### src/rtl/cmpt_decoder.sv
module cmpt_decoder #(
  parameter int LO_SKIP = 10,
  parameter int HI_SKIP = 16,
  parameter int FIRST_C = 2,
  parameter int LAST_C  = 3,
  parameter int NREG    = 8,
  parameter int DW      = 32,
  localparam int NDEC   = (31 - HI_SKIP) - LO_SKIP,
  localparam int NCOMP  = LAST_C - FIRST_C + 1,
  localparam int CW     = $clog2(NCOMP),
  localparam int OFFW   = LO_SKIP + CW
) (
  input  logic            clk,
  input  logic            rst_n,
  input  logic [31:0]     bus_addr,
  input  logic [DW-1:0]   bus_wdata,
  input  logic            bus_rd,
  input  logic            bus_wr,
  output logic            sel,
  output logic            loc_rd,
  output logic            loc_wr,
  output logic [OFFW-1:0] loc_off,
  output logic [DW-1:0]   rdata,
  output logic            rvalid
);
  localparam int RIW = $clog2(NREG);
  localparam logic [NDEC-1:0] FIRST_V = NDEC'(FIRST_C);
  localparam logic [NDEC-1:0] LAST_V  = NDEC'(LAST_C);

  if (LAST_C < FIRST_C || HI_SKIP + LO_SKIP > 31 || NDEC < 1 ||
      LAST_C >= (1 << NDEC) || OFFW < RIW || CW > NDEC) begin : g_bad_cfg
    $error("cmpt_decoder: illegal compartment configuration");
  end

  logic [NDEC-1:0]         cidx;
  logic [NDEC-1:0]         rel;
  logic [NDEC+LO_SKIP-1:0] full_off;
  logic                    unused_hi;
  logic [RIW-1:0]          ridx;
  logic [NREG-1:0][DW-1:0] regs;
  logic                    rd_q;
  logic [DW-1:0]           rdat_q;

  assign cidx      = bus_addr[LO_SKIP +: NDEC];
  assign unused_hi = ^bus_addr[31:LO_SKIP+NDEC];
  assign sel       = (cidx >= FIRST_V) && (cidx <= LAST_V);
  assign loc_rd    = bus_rd & sel;
  assign loc_wr    = bus_wr & sel;
  assign rel       = cidx - FIRST_V;
  assign full_off  = {rel, bus_addr[LO_SKIP-1:0]};
  assign loc_off   = full_off[OFFW-1:0];
  assign ridx      = loc_off[RIW-1:0];

  always_ff @(posedge clk or negedge rst_n) begin
    if (!rst_n) begin
      regs <= '0;
    end else if (loc_wr) begin
      regs[ridx] <= bus_wdata;
    end
  end

  always_ff @(posedge clk or negedge rst_n) begin
    if (!rst_n) begin
      rd_q   <= 1'b0;
      rdat_q <= '0;
    end else begin
      rd_q   <= loc_rd;
      rdat_q <= loc_rd ? regs[ridx] : '0;
    end
  end

  assign rvalid = rd_q;
  assign rdata  = rdat_q;

  p_claimed_read_valid_r6: assert property (@(posedge clk) disable iff (!rst_n)
    (bus_rd && sel) |=> rvalid);

  p_no_stray_valid_r6: assert property (@(posedge clk) disable iff (!rst_n)
    !(bus_rd && sel) |=> !rvalid);

  p_idle_zero_r7: assert property (@(posedge clk) disable iff (!rst_n)
    !rvalid |-> (rdata == '0));

  p_regs_hold_r4: assert property (@(posedge clk) disable iff (!rst_n)
    !(bus_wr && sel) |=> $stable(regs));

  p_outside_quiet_r2: assert property (@(posedge clk) disable iff (!rst_n)
    !sel |-> (!loc_rd && !loc_wr));
endmodule

### config.mk
export PLATFORM = sky130hd
export DESIGN_NAME = cmpt_decoder
export DESIGN_NICKNAME = d
export VERILOG_FILES = /design/src/rtl/cmpt_decoder.sv
export SDC_FILE = /design/constraint.sdc
export NUM_CORES = 1
export LEC_CHECK = 0
export BUFFER_PORTS_ARGS = -buffer_cell sky130_fd_sc_hd__buf_2
export CORE_ASPECT_RATIO = 0.5
export CORE_UTILIZATION = 65
export CTS_BUF_LIST = sky130_fd_sc_hd__clkbuf_8 sky130_fd_sc_hd__clkbuf_16
export CTS_CLUSTER_SIZE = 28
export DETAILED_ROUTE_END_ITERATION = 7
export PLACE_DENSITY_LB_ADDON = 0.1
export SLEW_MARGIN = 20
export SYNTH_ARGS = -nofsm -noshare
export SYNTH_HDL_FRONTEND = slang
export SYNTH_SLANG_ARGS = --single-unit
### constraint.sdc
create_clock -name clk -period 3.4 [get_ports clk]
set_clock_uncertainty 0.2 [all_clocks]
set_input_delay 0.34 -clock clk [delete_from_list [all_inputs] [get_ports clk]]
set_output_delay 0.34 -clock clk [all_outputs]
set_load 0.1 [all_outputs]
After elaboration in Yosys (flattened, before gate mapping)
Cells that the tools add are included.
Widths: inputs -> output; s select.
{"block": "classes", "addsub": 1, "n_mul": 0, "div_mod_pow": 0, "magnitude_cmp": 4, "n_eq_ne": 0, "shift": 0, "mux": 6, "bitwise_logic": 2, "n_reduce_logical": 2}
{"cell": "$bwmux 256", "count": 1}
{"cell": "$bmux 32 s3", "count": 1}
{"cell": "$demux 32 s3", "count": 1}
{"cell": "$mux 32", "count": 3}
{"cell": "$ge 5x2->1 const B", "count": 1}
{"cell": "$le 5x2->1 const B", "count": 1}
{"cell": "$lt 3x4->1 const B", "count": 1}
{"cell": "$ge 3x1->1 const B", "count": 1}
{"cell": "$and 1x1->1", "count": 2}
{"cell": "$logic_and 1x1->1", "count": 2}
{"cell": "$sub 1x1->1 const B", "count": 1}
{"block": "totals", "reg_bits": 289, "latch_bits": 0, "ramBits": 0, "romBits": 0, "inputBits": 68, "out_inout_bits": 47, "word_cells": 25, "memories": 0}

Depth between registers and ports, before layout
Gate-level depths: netlist (run 1).
{"block": "depth", "word_depth": 5, "ltp_mapped": 6}

Worst setup path before layout (run 1)
No wires, ideal clock.
{"block": "synth_path", "path_kind": "input-to-output", "startpoint": "input port bus_addr[14]", "endpoint": "output port loc_rd", "t_arrival_ns": 1.894, "path_slack_ns": 0.966, "cell_stages": 5, "n_path_buf": 2, "path_cell_list": "nor4b_4 > buf_6 > nand2_4 > clkbuf_1 > inv_1"}
{"block": "synth_between", "elab_chain_cells": 3}
{"element": "from (decl)", "line": "15", "text": "input logic [31:0] bus_addr,"}
{"element": "$ge 5x2->1 / $le 5x2->1 (equally long branches)", "line": "46", "text": "assign sel = (cidx >= FIRST_V) && (cidx <= LAST_V);"}
{"element": "$logic_and 1x1->1 *", "line": "46"}
{"element": "named net sel", "line": "19", "text": "output logic sel,"}
{"element": "$and 1x1->1 *", "line": "47", "text": "assign loc_rd = bus_rd & sel;"}
{"element": "to (decl)", "line": "20", "text": "output logic loc_rd,"}
The timed path passes the listed nets; every way through them passes the cells marked *.

Final worst setup path (run 1)
{"block": "layout_path", "startpoint": "input port bus_addr[14]", "endpoint": "output port loc_rd"}
{"block": "layout_between", "elab_chain_cells": 3}
{"element": "$ge 5x2->1 / $le 5x2->1 (equally long branches)", "line": "46"}
{"element": "$logic_and 1x1->1 *", "line": "46"}
{"element": "$and 1x1->1 *", "line": "47"}
Every way passes the cells marked *; elsewhere a longest branch is shown, timed or not.

==> summary.md, run 1 <==
| Metric | Value |
|---|---|
| Max Fclk | `0.4566 GHz` |
| Maxcap violations | `0` |
| WL per Instance | `24.13 um` |
| Pins Over Slew Limit | `0` |
| Pin count of the biggest net entering global routing | `90` |
| Reg2reg path depth | `3` |
| # IOs | `115` |
| Dpl ws | `764.0 ps` |
| Post-Synth Adder-Cell Area | `0%` |
| Synthesized net count | `951` |
| Sum Neg Setup Slack | `0 ps` |
| Area occupied by multi-input gates | `0.005928 mm^2` |
| YS warnings | `0` |
| Post-layout min period | `2190 ps` |
| Pwr Total | `0.007637 W` |
| Global-route wire length before repair | `49,780 um` |
| Top-area cell type share of the netlist area | `52.60%` |
| RD Place Congestion | `0.7726` |
| Crit Path Class | `in -> out` |
| Arr. time, crit path | `1650 ps` |
| Core region area | `0.02065 mm^2` |
| Gr ovfl total | `0` |
| Layout filler cell count | `1,266` |
| DRT Pass-1 Iters | `5` |
| Largest area contributor in the netlist | `dfrtp_1` |
| Syn avg cell area | `15.57 um^2` |
| Sequential share of the synthesized area | `52.60%` |
| Number of synthesized register bits | `289` |
| Rel. slew slack | `52.38%` |
| Die Area | `0.02177 mm^2` |
| Clock root cell | `clkbuf_16` |
| Multiplexer share of the synthesized area | `33.14%` |
| CP Capture Type | `primary output` |
| Gr usage total | `29.38%` |
| RSZ-0062 raised after global routing | `no` |
| Share of layout cells above drive strength 1 | `47.79%` |
| Row count | `37` |
| Clock sinks | `289` |
| Outcome | `complete, no violations` |
| CTS Buffer Depth | `3` |
| WHS Path Cells | `2` |
| Mapped Area | `0.01375 mm^2` |
| CP Data Required Time | `2860 ps` |
| Final setup margin | `1210 ps` |
| Final Cycle Share | `64.42%` |
| Die height | `104.8 um` |
| Initial core utilization | `66.59%` |
| Setup crit start kind | `input port` |
| # port buffers | `81` |
| Unique masters post-synth | `38` |
| Main combinational cell family by area after synthesis | `multiplexers` |
| Worst ir drop on vdd | `298.0 uV` |
| Post-Synth XOR/XNOR Area | `0%` |
| Pwr Density | `494.4 mW/mm^2` |
| NumNets Final | `1,046` |
| DRT iter0 DRCs | `578` |
| Worst skew pair latency | `530 ps` |
| CTS clock-pin slew for the worst setup and hold paths | `70 ps` |
| DPL Wire Length | `17,810 um` |
| Initial antenna violation count | `0` |
| Hold/Removal Path Class | `in -> reg` |
| N_diodes | `0` |
| H-tree depth | `1` |
| Area contributors post-synth | `dfrtp_1, mux2_4, mux2_2, buf_6, o22ai_1` |
| Complex-gate fraction of the synthesized area | `6.407%` |
| DR vias/cell | `6.275` |
| Antenna-violating nets left | `0` |
| P_leak | `8.128 nW` |
| Register area | `0.007232 mm^2` |
| Slew at the pin closest to its max-slew limit | `714.3 ps` |
| DR vias | `7,951` |
| Area grow syn2layout | `12.36%` |
| Routed wire length | `30,570 um` |
| CTS tree | `built` |
| DR DRC count | `0` |
| Final Hold Vio Count | `0` |
| Total CTS buffers | `25` |
| Maximum net fanout on the critical path | `19` |
| Die Width | `207.7 um` |
| Post-Syn Instances | `883` |
| Synth Area in Simple Gates | `3.577%` |
| Final setup viols | `0` |
| Vias in the first global route | `8,621` |
where the power goes:
group / total (W) / internal, W / switching, W
Sequential: 0.00383 / 0.00369 / 0.000145
Clock: 0.00290 / 0.00164 / 0.00126
Combinational: 0.000905 / 0.000496 / 0.000410
cells in the final DEF, fill, tap and decap left out, types with 3 or more instances in the layout:
cell,instances
dfrtp_1,289
mux2_4,210
mux2_2,99
buf_2,78
o22ai_1,37
dlygate4sd3_1,33
clkbuf_16,25
buf_4,24
mux2i_1,22
a211o_1,18
a211oi_1,17
nor3_1,12
o221ai_1,12
o21ai_0,11
a2111oi_0,10
buf_12,10
nand4_4,7
or3_1,7
nor3b_1,7
clkbuf_8,7
nand3b_1,6
a21oi_1,6
o32ai_1,5
nor2b_1,5
inv_1,5
clkinv_2,5
nand2b_1,4
a221oi_1,4
mux4_2,3
layout make-up:
| cell class | instances | area share (%) |
|---|---|---|
| flip-flops and latches | 289 | 46.82 |
| multi-input cells | 514 | 38.38 |
| repair buffers | 146 | 7.225 |
| clock buffers | 32 | 4.674 |
| well taps | 273 | 2.211 |
| clock inverters | 11 | 0.6480 |
| inverters | 2 | 0.04860 |
what timing repair did:
| action | in CTS | in global routing |
|---|---|---|
| endpoints found under the setup margin | 0 | 0 |
| hold buffers | 33 | 0 |
| hold endpoints to repair | 341 | 0 |
| setup buffers | 0 | 0 |
| resized for setup | 0 | 0 |
path summary, 6_finish.rpt:
path / startpoint / to / slack [ps]
worst max-delay path: bus_addr[14] / loc_rd / 1210
worst min-delay path: bus_addr[0] / rdata[25]$_DFF_PN0_ / 30
worst max register to register: regs[110]$_DFFE_PN0P_ / rdata[14]$_DFF_PN0_ / 1910
worst min register to register: regs[212]$_DFFE_PN0P_ / regs[212]$_DFFE_PN0P_ / 300
max in group asynchronous: rst_n / regs[195]$_DFFE_PN0P_ / 1910
min in group asynchronous: rst_n / rdata[5]$_DFF_PN0_ / 220
registers in the layout, summed over array words and instances (netlist names):
signal  flops
rdata      32
rvalid      1
regs      256
worst max-delay path: stages:
cell	delay, ps
buf_2	110
nor4b_4	260
buf_4	290
nand2_4	240
inv_1	200
buf_12	190
Yosys cell counts:
library cell / instances
a2111oi_0: 10
a211o_1: 18
a211oi_1: 17
a21o_1: 1
a21oi_1: 6
a221oi_1: 4
and2_1: 2
buf_1: 2
buf_2: 23
buf_4: 17
buf_6: 26
clkbuf_1: 10
clkinv_1: 1
dfrtp_1: 289
inv_1: 1
mux2_2: 99
mux2_4: 210
mux2i_1: 22
mux4_2: 3
nand2_1: 1
nand2_4: 1
nand2b_1: 4
nand3_1: 1
nand3b_1: 6
nand4_1: 1
nand4_4: 7
nor2_1: 2
nor2b_1: 5
nor3_1: 12
nor3b_1: 7
nor4b_4: 1
o21ai_0: 11
o221ai_1: 12
o22ai_1: 37
o32ai_1: 5
or2_2: 1
or3_1: 7
or3b_2: 1
stage by stage:
| stage | hold slack, ps | area, um^2 | std cells | util [%] |
|---|---|---|---|---|
| floorplan | -155.6 | 13750 | 883 | - |
| global placement | 203.9 | 14300 | 1191 | 69.23 |
| detailed placement | 211.5 | 14300 | 1191 | 69.23 |
| CTS | 9.791 | 15450 | 1267 | 74.82 |
| global route | 47.49 | 15450 | 1267 | 74.82 |
| finish | 26.57 | 15450 | 1267 | 74.82 |
per-layer routing:
metal	wire, um	part of all wire (%)	track usage, %	up-vias
li1	-	-	-	3477
met1	14330	47	42.96	4250
met2	14440	47	45.89	186
met3	1432	4.7	6.132	38
met4	373	1.2	5.873	0
met5	0	0	0	-
kinds of logic (layout without fill, tap and decap cells):
family,after synthesis,count (layout)
buffers and inverters,80,191
DFF,289,289
AOI/OAI and AO/OA,121,121
and+or+nand+nor,59,59
muxes,334,334
Power figures use the tool's default switching activity.
==> run 2, diff against run 1 <==
--- a/config.mk
+++ b/config.mk
@@ -7,7 +7,7 @@
 export LEC_CHECK = 0
 export BUFFER_PORTS_ARGS = -buffer_cell sky130_fd_sc_hd__buf_2
 export CORE_ASPECT_RATIO = 0.5
-export CORE_UTILIZATION = 65
+export CORE_UTILIZATION = 54
 export CTS_BUF_LIST = sky130_fd_sc_hd__clkbuf_8 sky130_fd_sc_hd__clkbuf_16
 export CTS_CLUSTER_SIZE = 28
 export DETAILED_ROUTE_END_ITERATION = 7
==> constraint.sdc (replaced) <==
create_clock -name clk -period 1.9 [get_ports clk]
set_clock_uncertainty 0.2 [all_clocks]
set_input_delay 0.19 -clock clk [delete_from_list [all_inputs] [get_ports clk]]
set_output_delay 0.19 -clock clk [all_outputs]
set_load 0.1 [all_outputs]
==> run 2 against run 1 <==
Hold slack better by 17 ps. Clock power is 89% higher. Count of clock-buffer cells in the layout stayed put. Flip-flop and latch count unchanged. Global-route usage is 4.1 points lower. Power is 84% higher. Combinational power up 88%. Core utilization fell by 9.0 points. Critical path depth stayed put. Sequential power rose by 79%. Design area up 4.2%. Critical endpoint unchanged. Largest cell class unchanged. Largest power group unchanged.
==> summary.md, run 2 (synthesized netlist as in run 1, its figures left out) <==
| Metric | Value |
|---|---|
| Routed wire length | `31,380 um` |
| DR vias/cell | `5.879` |
| Max stage delay on crit path | `540 ps` |
| DR vias | `8,025` |
| Maxcap violations | `0` |
| Global-route wire length before repair | `50,720 um` |
| Pins Over Slew Limit | `0` |
| Post-layout min period | `1819 ps` |
| WHS | `43.84 ps` |
| CTS clock-pin slew for the worst setup and hold paths | `70 ps` |
| Crit Path Class | `in -> out` |
| Number of flip-flops in the largest register | `256` |
| Die Area | `0.02614 mm^2` |
| Pin count of the biggest net entering global routing | `62` |
| Pwr Density | `871.9 mW/mm^2` |
| RD Place Congestion | `0.7713` |
| Critical path's slowest cell | `dlygate4sd3_1` |
| Fin cells | `1,365` |
| Gr usage total | `25.32%` |
| Most flops, register | `regs` |
| CTS Buffer Depth | `3` |
| # IOs | `115` |
| CP Data Required Time | `1510 ps` |
| Final Cycle Share | `95.74%` |
| Max Fclk | `0.5497 GHz` |
| Register area | `0.007232 mm^2` |
| Worst skew pair latency | `540 ps` |
| Layout filler cell count | `1,723` |
| Arr. time, crit path | `1430 ps` |
| CP Capture Type | `primary output` |
| WL per Instance | `22.99 um` |
| Row count | `40` |
| Vias in the first global route | `8,723` |
| H-tree depth | `1` |
| Clock root cell | `clkbuf_16` |
| DR DRC count | `0` |
| Final Hold Vio Count | `0` |
| DRT iter0 DRCs | `440` |
| Gr ovfl total | `0` |
| Crit-path leading delay family | `buffers and inverters` |
| Final setup viols | `0` |
| Slew at the pin closest to its max-slew limit | `532.3 ps` |
| Sum Neg Setup Slack | `0 ps` |
| RSZ-0062 raised after global routing | `no` |
| Initial core utilization | `56.18%` |
| Antenna-violating nets left | `0` |
| Leading cell type in the layout, fill and taps excluded | `dfrtp_1` |
| # port buffers | `81` |
| Share of layout cells above drive strength 1 | `49.17%` |
| Clock sinks | `289` |
| DPL Wire Length | `18,950 um` |
| P_leak | `8.392 nW` |
| DRT Pass-1 Iters | `5` |
| N_diodes | `0` |
| Initial antenna violation count | `0` |
| Postcts setup bufs | `0` |
| Cell count after placement | `1,282` |
| NumNets Final | `1,080` |
| Maximum net fanout on the critical path | `8` |
| Core region area | `0.02447 mm^2` |
| Worst ir drop on vdd | `555.3 uV` |
| Hold/Removal Path Class | `in -> reg` |
| Area grow syn2layout | `17.11%` |
| Rel. slew slack | `63.59%` |
| Worst path cell trace | `dlygate4sd3_1 -> buf_2 -> nand2_4 -> buf_12 -> clkinvlp_4 -> buf_12` |
| CP most frequent cell | `buf_12` |
| Die height | `114.8 um` |
| Die Width | `227.7 um` |
| CTS tree | `built` |
| Most frequent cells in the layout | `dfrtp_1, mux2_4, mux2_2` |
| Area occupied by multi-input gates | `0.005929 mm^2` |
| Setup crit start kind | `input port` |
| WP buf/inv | `5` |
| Outcome | `complete, no violations` |
| Total CTS buffers | `26` |
## run 2: cell types whose count changed in the layout (fill, tap and decap cells not counted), moves of 2 or more
cell | previous run | this run
clkinvlp_4 | 0 | 2
buf_12 | 10 | 29
clkbuf_8 | 7 | 5
clkbuf_16 | 25 | 27
buf_2 | 78 | 73
dlygate4sd3_1 | 33 | 38
buf_4 | 24 | 38
## run 2: worst paths after layout
kind | depth (start not counted) | slack, ps | start | endpoint
max | 6 | 80 | bus_rd | loc_rd
min in group asynchronous | 3 | 510 | rst_n | regs[42]$_DFFE_PN0P_
max reg2reg | 3 | 400 | regs[124]$_DFFE_PN0P_ | rdata[28]$_DFF_PN0_
min | 3 | 40 | bus_addr[0] | rdata[25]$_DFF_PN0_
min reg2reg | 1 | 300 | regs[160]$_DFFE_PN0P_ | regs[160]$_DFFE_PN0P_
max in group asynchronous | 4 | 320 | rst_n | regs[146]$_DFFE_PN0P_
## run 2: area by class of cell
cell class	instances	area share (%)
Timing Repair Buffer	179	10.10
Multi-Input combinational cell	514	36.83
Clock buffer	32	4.624
Tap cell	336	2.611
Sequential cell	289	44.92
Clock inverter	13	0.8471
Inverter	2	0.06994
## run 2: repair_timing
action	4_1_cts	5_1_grt
setup endpoints to repair	0	0
hold buffers	38	0
endpoints found under the hold margin	563	0
resized for setup	0	0
## run 2: tightest hold or removal path: cells and delay by family
| kind | cells | cell delay [ps] |
|---|---|---|
| AO/OA/AOI/OAI | 1 | 120 |
| buffers and inverters | 2 | 420 |
## run 2: power breakdown
group | internal [W] | switching, W | leakage (nW)
registers | 0.00660 | 0.000248 | 3.94
clock network | 0.00317 | 0.00232 | 0.453
logic | 0.000950 | 0.000747 | 3.99
total | 0.0107 | 0.00332 | 8.39
## run 2: per-layer routing
metal  global-route usage (%)  up-vias  part of all wire, %
met5                        0        -                    0
met4                    3.937        0                  1.2
met3                    3.884       33                  3.5
met2                    40.98      159                   47
met1                    36.97     4302                   49
li1                         -     3531                    -
## run 2: through the flow
step / worst slack [ps] / instance area (um^2) / utilization [%] / power, W
2_1_floorplan: -93.18 / 13760 / - / 0.008091
3_3_place_gp: -89.13 / 14840 / 60.63 / 0.008521
3_5_place_dp: -151.7 / 14840 / 60.63 / 0.008589
4_1_cts: 93.81 / 16100 / 65.79 / 0.01414
5_1_grt: 37.65 / 16100 / 65.79 / 0.01460
6_report: 80.95 / 16100 / 65.79 / 0.01404
